### src/rtl/rr_pkg.sv
package rr_pkg;

    localparam int ARCH_REGS_DEFAULT = 16;
    localparam int PHYS_REGS_DEFAULT = 32;

    typedef enum logic [1:0] {
        PR_FREE   = 2'd0,
        PR_ALLOC  = 2'd1,
        PR_COMMIT = 2'd2
    } preg_state_e;

    function automatic int idx_width(input int n);
        return (n <= 2) ? 1 : $clog2(n);
    endfunction

endpackage

### src/rtl/rr_map_table.sv
module rr_map_table #(
    parameter int ENTRIES  = 16,
    parameter int TAG_W    = 5,
    parameter int RD_PORTS = 2,
    localparam int IDX_W   = rr_pkg::idx_width(ENTRIES)
) (
    input  logic             clk,
    input  logic             rst,
    input  logic [IDX_W-1:0] rd_idx [RD_PORTS],
    output logic [TAG_W-1:0] rd_tag [RD_PORTS],
    input  logic             wr_en,
    input  logic [IDX_W-1:0] wr_idx,
    input  logic [TAG_W-1:0] wr_tag
);

    logic [TAG_W-1:0] tbl [ENTRIES];

    // Identity mapping out of reset; one write port.
    always_ff @(posedge clk) begin
        if (rst) begin
            for (int i = 0; i < ENTRIES; i++) begin
                tbl[i] <= TAG_W'(i);
            end
        end else if (wr_en) begin
            tbl[wr_idx] <= wr_tag;
        end
    end

    for (genvar p = 0; p < RD_PORTS; p++) begin : g_rd
        assign rd_tag[p] = tbl[rd_idx[p]];
    end

endmodule

### src/rtl/rr_lowest_pick.sv
module rr_lowest_pick #(
    parameter int WIDTH = 32,
    localparam int IDX_W = rr_pkg::idx_width(WIDTH)
) (
    input  logic [WIDTH-1:0] vec,
    output logic             found,
    output logic [IDX_W-1:0] idx
);

    always_comb begin
        idx = '0;
        for (int i = WIDTH - 1; i >= 0; i--) begin
            if (vec[i]) begin
                idx = IDX_W'(i);
            end
        end
    end

    assign found = |vec;

endmodule

### src/rtl/rr_reg_state.sv
module rr_reg_state
    import rr_pkg::*;
#(
    parameter int ARCH_REGS = 16,
    parameter int PHYS_REGS = 32,
    localparam int TAG_W    = idx_width(PHYS_REGS)
) (
    input  logic                 clk,
    input  logic                 rst,
    input  logic                 alloc_en,
    input  logic [TAG_W-1:0]     alloc_tag,
    input  logic                 commit_en,
    input  logic [TAG_W-1:0]     commit_tag,
    input  logic [TAG_W-1:0]     release_tag,
    input  logic                 wb_en,
    input  logic [TAG_W-1:0]     wb_tag,
    input  logic [TAG_W-1:0]     rdy_idx [2],
    output logic                 rdy_out [2],
    input  logic [TAG_W-1:0]     stat_idx,
    output preg_state_e          stat_out,
    output logic [PHYS_REGS-1:0] free_vec
);

    preg_state_e          state [PHYS_REGS];
    logic [PHYS_REGS-1:0] ready;
    logic [PHYS_REGS-1:0] commit_vec;

    always_ff @(posedge clk) begin
        if (rst) begin
            for (int i = 0; i < PHYS_REGS; i++) begin
                state[i] <= (i < ARCH_REGS) ? PR_COMMIT : PR_FREE;
                ready[i] <= (i < ARCH_REGS);
            end
        end else begin
            if (wb_en) begin
                ready[wb_tag] <= 1'b1;
            end
            if (commit_en) begin
                state[commit_tag]  <= PR_COMMIT;
                state[release_tag] <= PR_FREE;
            end
            if (alloc_en) begin
                state[alloc_tag] <= PR_ALLOC;
                ready[alloc_tag] <= 1'b0;
            end
        end
    end

    always_comb begin
        for (int i = 0; i < PHYS_REGS; i++) begin
            free_vec[i]   = (state[i] == PR_FREE);
            commit_vec[i] = (state[i] == PR_COMMIT);
        end
    end

    for (genvar p = 0; p < 2; p++) begin : g_rdy
        assign rdy_out[p] = ready[rdy_idx[p]] | (wb_en && (wb_tag == rdy_idx[p]));
    end

    assign stat_out = state[stat_idx];

    // Allocation only ever takes a free register.
    assert_alloc_from_free_R3: assert property (@(posedge clk) disable iff (rst)
        alloc_en |-> (state[alloc_tag] == PR_FREE));

    // A retiring register was previously allocated.
    assert_commit_from_alloc_R4: assert property (@(posedge clk) disable iff (rst)
        commit_en |-> (state[commit_tag] == PR_ALLOC));

    // The released register was the committed one.
    assert_release_was_committed_R5: assert property (@(posedge clk) disable iff (rst)
        commit_en |-> (state[release_tag] == PR_COMMIT));

    // Exactly one committed copy per architectural register.
    assert_commit_count_R5: assert property (@(posedge clk) disable iff (rst)
        $countones(commit_vec) == ARCH_REGS);

    // A retired register takes committed state on the next edge.
    assert_commit_lands_R4: assert property (@(posedge clk) disable iff (rst)
        commit_en |=> (state[$past(commit_tag)] == PR_COMMIT));

endmodule

### src/rtl/reg_rename.sv
module reg_rename
    import rr_pkg::*;
#(
    parameter int ARCH_REGS = ARCH_REGS_DEFAULT,
    parameter int PHYS_REGS = PHYS_REGS_DEFAULT,
    localparam int ARCH_W   = idx_width(ARCH_REGS),
    localparam int PHYS_W   = idx_width(PHYS_REGS)
) (
    input  logic              clk,
    input  logic              rst,
    input  logic              disp_valid,
    input  logic              disp_has_dst,
    input  logic [ARCH_W-1:0] disp_src_a,
    input  logic [ARCH_W-1:0] disp_src_b,
    input  logic [ARCH_W-1:0] disp_dst,
    output logic [PHYS_W-1:0] src_a_tag,
    output logic [PHYS_W-1:0] src_b_tag,
    output logic              src_a_ready,
    output logic              src_b_ready,
    output logic [PHYS_W-1:0] dst_tag,
    output logic              disp_stall,
    input  logic              commit_valid,
    input  logic [ARCH_W-1:0] commit_arch,
    input  logic [PHYS_W-1:0] commit_phys,
    input  logic              wb_valid,
    input  logic [PHYS_W-1:0] wb_phys,
    input  logic [PHYS_W-1:0] stat_idx,
    output logic [1:0]        stat_state
);

    logic [ARCH_W-1:0]    front_rd_idx [2];
    logic [PHYS_W-1:0]    front_rd_tag [2];
    logic [ARCH_W-1:0]    back_rd_idx  [1];
    logic [PHYS_W-1:0]    back_rd_tag  [1];
    logic [PHYS_W-1:0]    rdy_idx      [2];
    logic                 rdy_out      [2];
    logic [PHYS_REGS-1:0] free_vec;
    logic [PHYS_REGS-1:0] below_mask;
    logic                 any_free;
    logic [PHYS_W-1:0]    pick_tag;
    logic                 need_dst;
    logic                 alloc_fire;
    preg_state_e          stat_e;

    assign front_rd_idx[0] = disp_src_a;
    assign front_rd_idx[1] = disp_src_b;
    assign back_rd_idx[0]  = commit_arch;

    assign need_dst   = disp_valid & disp_has_dst;
    assign alloc_fire = need_dst & any_free;
    assign disp_stall = need_dst & ~any_free;

    rr_map_table #(
        .ENTRIES (ARCH_REGS),
        .TAG_W   (PHYS_W),
        .RD_PORTS(2)
    ) u_front (
        .clk   (clk),
        .rst   (rst),
        .rd_idx(front_rd_idx),
        .rd_tag(front_rd_tag),
        .wr_en (alloc_fire),
        .wr_idx(disp_dst),
        .wr_tag(pick_tag)
    );

    rr_map_table #(
        .ENTRIES (ARCH_REGS),
        .TAG_W   (PHYS_W),
        .RD_PORTS(1)
    ) u_back (
        .clk   (clk),
        .rst   (rst),
        .rd_idx(back_rd_idx),
        .rd_tag(back_rd_tag),
        .wr_en (commit_valid),
        .wr_idx(commit_arch),
        .wr_tag(commit_phys)
    );

    rr_lowest_pick #(
        .WIDTH(PHYS_REGS)
    ) u_pick (
        .vec  (free_vec),
        .found(any_free),
        .idx  (pick_tag)
    );

    assign rdy_idx[0] = front_rd_tag[0];
    assign rdy_idx[1] = front_rd_tag[1];

    rr_reg_state #(
        .ARCH_REGS(ARCH_REGS),
        .PHYS_REGS(PHYS_REGS)
    ) u_state (
        .clk        (clk),
        .rst        (rst),
        .alloc_en   (alloc_fire),
        .alloc_tag  (pick_tag),
        .commit_en  (commit_valid),
        .commit_tag (commit_phys),
        .release_tag(back_rd_tag[0]),
        .wb_en      (wb_valid),
        .wb_tag     (wb_phys),
        .rdy_idx    (rdy_idx),
        .rdy_out    (rdy_out),
        .stat_idx   (stat_idx),
        .stat_out   (stat_e),
        .free_vec   (free_vec)
    );

    assign src_a_tag   = front_rd_tag[0];
    assign src_b_tag   = front_rd_tag[1];
    assign src_a_ready = rdy_out[0];
    assign src_b_ready = rdy_out[1];
    assign dst_tag     = pick_tag;
    assign stat_state  = stat_e;

    always_comb begin
        below_mask = '0;
        for (int i = 0; i < PHYS_REGS; i++) begin
            below_mask[i] = (PHYS_W'(i) < pick_tag);
        end
    end

    // No free register sits below the one handed out.
    assert_lowest_first_R3: assert property (@(posedge clk) disable iff (rst)
        alloc_fire |-> ((free_vec & below_mask) == '0));

    // Stall only when the pool is truly empty.
    assert_stall_only_empty_R7: assert property (@(posedge clk) disable iff (rst)
        disp_stall |-> (free_vec == '0));

    // A stalled dispatch leaves the pool untouched.
    assert_stall_no_alloc_R7: assert property (@(posedge clk) disable iff (rst)
        (disp_stall && !commit_valid) |=> $stable(free_vec));

    // The handed-out tag reads as allocated next cycle.
    assert_alloc_lands_R4: assert property (@(posedge clk) disable iff (rst)
        alloc_fire |=> (free_vec[$past(pick_tag)] == 1'b0));

endmodule

### config.mk
export PLATFORM = sky130hd
export DESIGN_NAME = reg_rename
export DESIGN_NICKNAME = d
export VERILOG_FILES = /design/src/rtl/rr_pkg.sv /design/src/rtl/rr_map_table.sv /design/src/rtl/rr_lowest_pick.sv /design/src/rtl/rr_reg_state.sv /design/src/rtl/reg_rename.sv
export SDC_FILE = /design/constraint.sdc
export NUM_CORES = 1
export LEC_CHECK = 0
export BUFFER_PORTS_ARGS = -buffer_cell sky130_fd_sc_hd__buf_2
export CAP_MARGIN = 20
export CORE_MARGIN = 4
export CORE_UTILIZATION = 57
export CTS_CLUSTER_DIAMETER = 80
export DETAILED_ROUTE_END_ITERATION = 10
export MAX_ROUTING_LAYER = met4
export PLACE_DENSITY_LB_ADDON = 0.05
export SLEW_MARGIN = 20
export SYNTH_ARGS = -nofsm -noshare
export SYNTH_HDL_FRONTEND = slang
export SYNTH_SLANG_ARGS = --single-unit
### constraint.sdc
create_clock -name clk -period 2.2 [get_ports clk]
set_clock_uncertainty 0.05 [all_clocks]
set_input_delay 0.11 -clock clk [delete_from_list [all_inputs] [get_ports clk]]
set_output_delay 0.11 -clock clk [all_outputs]
set_load 0.03 [all_outputs]
==> results of run 1 <==
==> cells in the mapped netlist, drive strengths merged, types with 11 or more instances <==
cell	number	area share
a221oi	14	0.0086
nand2	109	0.029
buf	41	0.020
nand3b	13	0.0068
edfxtp	160	0.34
a211oi	34	0.018
nand3	35	0.012
nor2b	17	0.0080
mux2i	31	0.022
nor3	28	0.011
a21oi	80	0.029
inv	36	0.0094
o22ai	21	0.0092
nor3b	12	0.0074
a32o	17	0.012
mux4	83	0.13
and2	53	0.023
or2	23	0.010
nor2	133	0.036
o21ai	15	0.0052
dfxtp	96	0.13
mux2	11	0.0086
nand2b	38	0.017
or3	32	0.014
clkbuf	54	0.014
==> repair_timing <==
item | in CTS | in global routing
resized for setup | 360 | 178
endpoints found under the hold margin | 3 | 0
buffers inserted | 55 | 46
setup endpoints to repair | 262 | 275
pin swaps | 74 | 85
hold buffers | 2 | 0
cloned | 11 | 2
==> worst register-to-register path, stage by stage (launching register included) <==
cell and delay [ns]:
dfxtp_2 0.34, nor2_2 0.05, o32a_1 0.31, o22a_1 0.18, o21ai_2 0.21, a2111oi_4 0.11, or3_4 0.39, buf_6 0.13
buf_6 0.10, buf_8 0.13, nor2_4 0.15, buf_12 0.12, buf_12 0.11, buf_16 0.13, a221oi_2 0.07
==> through the flow <==
| step | util | power, mW |
|---|---|---|
| after floorplan | - | 6.99 |
| after global placement | 0.684 | 8.30 |
| after detailed placement | 0.684 | 8.34 |
| after CTS | 0.802 | 13.9 |
| after global routing | 0.844 | 14.9 |
| final | 0.844 | 14.5 |
==> registers in the layout, summed over array words and instances (netlist names) <==
| name | flops |
|---|---|
| u_front.tbl | 80 |
| u_state.ready | 32 |
| u_state.state | 64 |
| u_back.tbl | 80 |
==> report_power, final <==
group | switching, mW | internal [mW]
registers | 0.112 | 5.26
logic | 2.46 | 2.12
clock network | 2.05 | 2.54
total | 4.62 | 9.91
==> kinds of logic after synthesis <==
| family | synth area share |
|---|---|
| AO/OA/AOI/OAI | 0.127 |
| XOR/XNOR | 0.00917 |
| buffers and inverters | 0.0437 |
| flip-flops | 0.470 |
| multiplexers | 0.164 |
| AND/OR/NAND/NOR | 0.186 |
==> per-layer routing <==
layer	wire, um	vias to the layer above
li1	-	5598
met3	5550	267
met1	19400	6484
met2	25500	1000
met4	3260	0
met5	0	-
==> area by class of cell <==
cell class                      instances  area, sq um
Fill cell                            1253         3820
Clock inverter                         15          130
Clock buffer                           36          751
Timing Repair Buffer                  392         3940
Antenna cell                            1         2.50
Multi-Input combinational cell        915         8570
Inverter                               37          163
Tap cell                              324          405
Sequential cell                       256         6760
==> how the worst min path moves through the flow <==
stage,from,endpoint,slack [ns],depth (start not counted)
6_report,disp_dst[3],u_front.tbl[9][0],0.03,4
5_1_grt,disp_dst[3],u_front.tbl[9][0],0.04,4
4_1_cts,commit_phys[1],u_back.tbl[2][1],0.03,3
3_5_place_dp,u_state.ready[10],u_state.ready[10],0.45,2
3_3_place_gp,u_state.state[7][1],u_state.state[7][1],0.44,2
2_1_floorplan,disp_dst[2],u_front.tbl[3][0],0.26,2
==> out/metrics.yaml, run 1 <==
timing:
  worst_pin_slew_ns: 1.42
  drv_slew: 0
  min_period_over_period: 1.50
  fin_ws_ns: -1.11
  rsz0062_at_grt: "true"
  hold_slack_ns: 0.0347
  tns_ns: -100.39
  min_period_ns: 3.31
  finalSetupViolations: 275
  finalHoldViolations: 0
  clock.fmax_ghz: 0.302
  max_slew_margin: 0.0512
pwr:
  leakage_nw: 7.72
  powerDensity_mw_per_mm2: 702
  ir_drop_uv: 774
grt:
  grt_usage: 0.361
  use_met1: 0.470
  grt_max_degree: 56
  grt_pass1_vias: 13100
  antenna_found_initial: 1
  grt_pass1_wl_um: 76600
  grt_use_met2: 0.564
  use_met3: 0.0616
  gr-total-overflow: 0
  top_usage_layer: "met2"
critical_path:
  r2r_end: "u_state.state[31][1]"
  path_buf_inv: 3
  critPathMaxFanout: 5
  path_common_cell: "mux4_2"
  reg2reg_from: "u_state.state[30][0]"
  cp_slowest_cell: "mux4_2"
  path_depth: 9
  cp-startpoint: "u_front.tbl[10][2]"
  critPathMaxStageDelay_ns: 0.59
  r2r_cells: 14
  critical_path_class: "reg2out"
  critPathTopFamily: "multiplexers"
  worstPathArrival_ns: 3.15
  crit_chain: "buf_4 -> mux4_2 -> mux4_2 -> clkinv_4 -> nand2_1 -> a311o_1 -> and4_4 -> a2bb2oi_4 -> buf_6"
  start_kind: "flop"
  r2r_slack_ns: -0.51
  crit_end: "src_a_ready"
  end_kind: "output pin"
  crit_required_ns: 2.04
synthesis:
  synth_area_sq_mm: 0.0143
  async_reset_ff_frac: 0
  yosysSeqAreaShare: 0.470
  synth.avg_cell_area_sq_um: 11.0
  synth-edff-count: 160
  synth_seq_cells: 256
  synthesis.instances: 1300
  yosysUniqueCellTypes: 83
  synth_warnings: 0
  synth_ff_type: "edfxtp_1"
  synth_nets: 1337
clock_network:
  clkSinkCount: 256
  root_buffer: "clkbuf_16"
  clock_latency_ns: 0.57
  cts_tree: "yes"
  cts_max_level: 1
  numCtsBuffers: 28
  clockBufferDepth: 3
  clk_pin_slew_ns: 0.06
floorplan:
  boundaryPins: 57
  die_area_sq_mm: 0.0277
  die_w_um: 167
  rows: 57
  initial_utilization: 0.584
  die_h_um: 167
  core_area_sq_mm: 0.0245
placement:
  gp_congestion: 0.991
  post_dp_cell_area_sq_mm: 0.0168
  place_ws_ns: -0.594
  hpwl_um: 31700
  place.port_buffers: 56
  dp_cells: 1831
final_layout:
  design_area_sq_mm: 0.0207
  final_common_cell: "buf_4"
  drive_gt1_frac: 0.511
  final_cells: 1976
  area_growth_pct: 44.7
  layout_common_cells: "188 x buf_4, 160 x edfxtp_1, 109 x buf_6"
  final_nets: 1667
status:
  status: "finished with violations"
  failed_checks: "setup timing"
hold_path:
  min_path_type: "in2reg"
routing:
  viasPerCell: 6.76
  first_pass_iters: 6
  drtAntennaViolNets: 0
  wl_per_cell_um: 27.2
  routed_wl_um: 53700
  drc: 0
  drtIter0Drc: 2139
  vias: 13300
flow_run:
  maxCapViolations: 0
No activity file was read; power rests on OpenSTA's default activity.
==> run 2, diff against run 1 <==
--- a/config.mk
+++ b/config.mk
@@ -9,5 +9,5 @@
 export CAP_MARGIN = 20
 export CORE_MARGIN = 4
-export CORE_UTILIZATION = 57
+export CORE_UTILIZATION = 65
 export CTS_CLUSTER_DIAMETER = 80
 export DETAILED_ROUTE_END_ITERATION = 10
==> constraint.sdc (replaced) <==
create_clock -name clk -period 4 [get_ports clk]
set_clock_uncertainty 0.05 [all_clocks]
set_input_delay 0.8 -clock clk [delete_from_list [all_inputs] [get_ports clk]]
set_output_delay 0.8 -clock clk [all_outputs]
set_load 0.03 [all_outputs]
==> run 2 against run 1 <==
  * The run still ends with setup timing left
  * Sequential power down 45%
  * Final area down 22%
  * Global-route usage down 1.7 points
  * Wire length down 25%
  * Combinational power down 71%
  * First-iteration DRC count down 31%
  * Hold slack better by 0.43 ns
  * Register-to-register slack better by 1.2 ns
  * Critical endpoint is now src_b_ready
==> out/metrics.yaml, run 2 (synthesis gave the netlist of run 1 again) <==
hold_path:
  hold_path_depth: 2  # was 4
  min_to: "u_state.state[2][1]"  # was u_front.tbl[9][0]
  hp-start: "u_state.state[2][1]"  # was disp_dst[3]
  min_path_type: "reg2reg"  # was in2reg
pwr:
  finalPower_mw: 6.85  # was 14.5 mW
  ir_drop_uv: 352  # was 774 uV
  powerDensity_mw_per_mm2: 423  # was 702 mW/mm^2
  leakage_nw: 5.71  # was 7.72 nW
timing:
  min_period_over_period: 1.01
  min_period_ns: 4.03
  max_slew_margin: 0.288  # was 0.0512
  rsz0062_at_grt: "true"  # unchanged
  fin_ws_ns: -0.0302  # was -1.11 ns
  worst_pin_slew_ns: 1.07  # was 1.42 ns
  tns_ns: -0.0302  # was -100.39 ns
  clock.fmax_ghz: 0.248
  finalSetupViolations: 1  # was 275
  finalHoldViolations: 0  # unchanged
  drv_slew: 0  # unchanged
critical_path:
  reg2reg_from: "u_state.state[9][0]"  # was u_state.state[30][0]
  cp-startpoint: "disp_src_b[2]"  # was u_front.tbl[10][2]
  r2r_end: "u_state.state[30][1]"  # was u_state.state[31][1]
  critPathMaxFanout: 11  # was 5
  r2r_slack_ns: 0.70  # was -0.51 ns
  r2r_cells: 7  # was 14
  critical_path_class: "in2out"  # was reg2out
  crit_required_ns: 3.15  # was 2.04 ns
  end_kind: "output pin"  # unchanged
  start_kind: "input pin"  # was flop
  worstPathArrival_ns: 3.18  # was 3.15 ns
routing:
  drtIter0Drc: 1483  # was 2,139
  routed_wl_um: 40400  # was 53,700 um
  vias: 11400  # was 13,300
  viasPerCell: 6.84  # was 6.76
  drtAntennaViolNets: 0  # unchanged
  drc: 0  # unchanged
  wl_per_cell_um: 24.3  # was 27.2 um
  first_pass_iters: 7  # was 6
clock_network:
  clkSinkCount: 256  # unchanged
  clock_latency_ns: 0.55  # was 0.57 ns
  clockBufferDepth: 3  # unchanged
  numCtsBuffers: 27  # was 28
  cts_tree: "yes"  # unchanged
  cts_max_level: 1  # unchanged
  clk_pin_slew_ns: 0.06  # about the same
  root_buffer: "clkbuf_16"  # unchanged
floorplan:
  die_w_um: 156  # was 167 um
  core_area_sq_mm: 0.0218  # was 0.0245 sq mm
  rows: 54  # was 57
  initial_utilization: 0.658  # was 0.584
  die_h_um: 156  # was 167 um
  die_area_sq_mm: 0.0245  # was 0.0277 sq mm
  boundaryPins: 57  # unchanged
final_layout:
  top_regs: "u_back.tbl x80, u_front.tbl x80, u_state.state x64"  # unchanged
  fillers: 1530  # was 1,253
  drive_gt1_frac: 0.228  # was 0.511
  layout_common_cells: "160 x edfxtp_1, 130 x nor2_1, 107 x nand2_1"  # was 188 x buf_4, 160 x edfxtp_1, 109 x buf_6
  final_nets: 1403  # was 1,667
  final_cells: 1665  # was 1,976
  area_growth_pct: 13.1  # was 44.7%
  n_antenna_cell: 0  # was 1
  utilization: 0.744  # was 0.844
  design_area_sq_mm: 0.0162  # was 0.0207 sq mm
  final_common_cell: "edfxtp_1"  # was buf_4
placement:
  place.port_buffers: 56  # unchanged
  hpwl_um: 28600  # was 31,700 um
  gp_congestion: 1.00  # was 0.991
  post_dp_cell_area_sq_mm: 0.0151  # was 0.0168 sq mm
  dp_cells: 1611  # was 1,831
grt:
  grt_usage: 0.344  # was 0.361
  grt_pass1_wl_um: 63700  # was 76,600 um
  grt_pass1_vias: 11300  # was 13,100
  grt_max_degree: 71  # was 56
  antenna_found_initial: 0  # was 1
  gr-total-overflow: 0  # unchanged
status:
  failed_checks: "setup timing"  # unchanged
  status: "finished with violations"  # unchanged
flow_run:
  maxCapViolations: 0  # unchanged
-- run 2: changes by cell type in the layout (fill, tap and decap cells not counted), sizes merged --
cell / previous run / this run
and2: 54 / 53
and3: 9 / 8
buf: 387 / 131
bufinv: 1 / 4
clkbuf: 39 / 35
clkinv: 14 / 7
diode: 1 / 0
dlygate4sd3: 2 / 0
inv: 36 / 39
or2: 24 / 23
-- run 2: worst max path at each step --
| stage | endpoint | slack (ns) | cells past startpoint |
|---|---|---|---|
| after floorplan | src_a_ready | 0.04 | 11 |
| after global placement | src_a_ready | -0.07 | 11 |
| after detailed placement | src_a_ready | -0.1 | 11 |
| after CTS | src_a_ready | 0.007 | 10 |
| after global routing | src_b_ready | -0.12 | 10 |
| final | src_b_ready | -0.03 | 11 |
-- run 2: layout make-up --
type                            instances  area, sq um  area share
Clock buffer                           34          712      0.0440
Tap cell                              280          350      0.0216
Multi-Input combinational cell        912         7100       0.438
Sequential cell                       256         6730       0.415
Timing Repair Buffer                  132          980      0.0605
Inverter                               37          143     0.00881
Clock inverter                         14          188      0.0116
-- run 2: timing repair --
action,4_1_cts,5_1_grt
resized for setup,14,18
setup endpoints to repair,2,2
buffers inserted,2,4
hold buffers,0,0
pin swaps,3,6
-- run 2: through the flow --
| stage | hold slack (ns) | setup WS [ns] |
|---|---|---|
| floorplan | 0.408 | 0.0381 |
| global placement | 0.433 | -0.0696 |
| detailed placement | 0.443 | -0.0953 |
| CTS | 0.449 | 0.00720 |
| global route | 0.485 | -0.123 |
| finish | 0.465 | -0.0302 |
-- run 2: power breakdown --
part | leakage [nW] | switching (mW) | internal (mW)
sequential | 2.27 | 0.0580 | 2.89
combinational | 3.00 | 0.880 | 0.459
clock | 0.440 | 1.03 | 1.52
total | 5.71 | 1.97 | 4.87
-- run 2: layer usage --
layer	up-vias	global-route usage	wire [um]
met5	-	-	0
met4	0	0.117	1530
met3	145	0.0503	3910
met2	689	0.532	18900
met1	5498	0.474	16100
li1	5057	-	-
-- run 2: worst max-delay path: stages --
cell and delay [ns]:
buf_2 0.15, buf_12 0.15, mux4_2 0.34, mux2i_1 0.09, mux2i_1 0.42, buf_4 0.28, a211oi_1 0.07, a2111oi_1 0.46
a211oi_2 0.10, a2bb2oi_2 0.17, buf_6 0.14
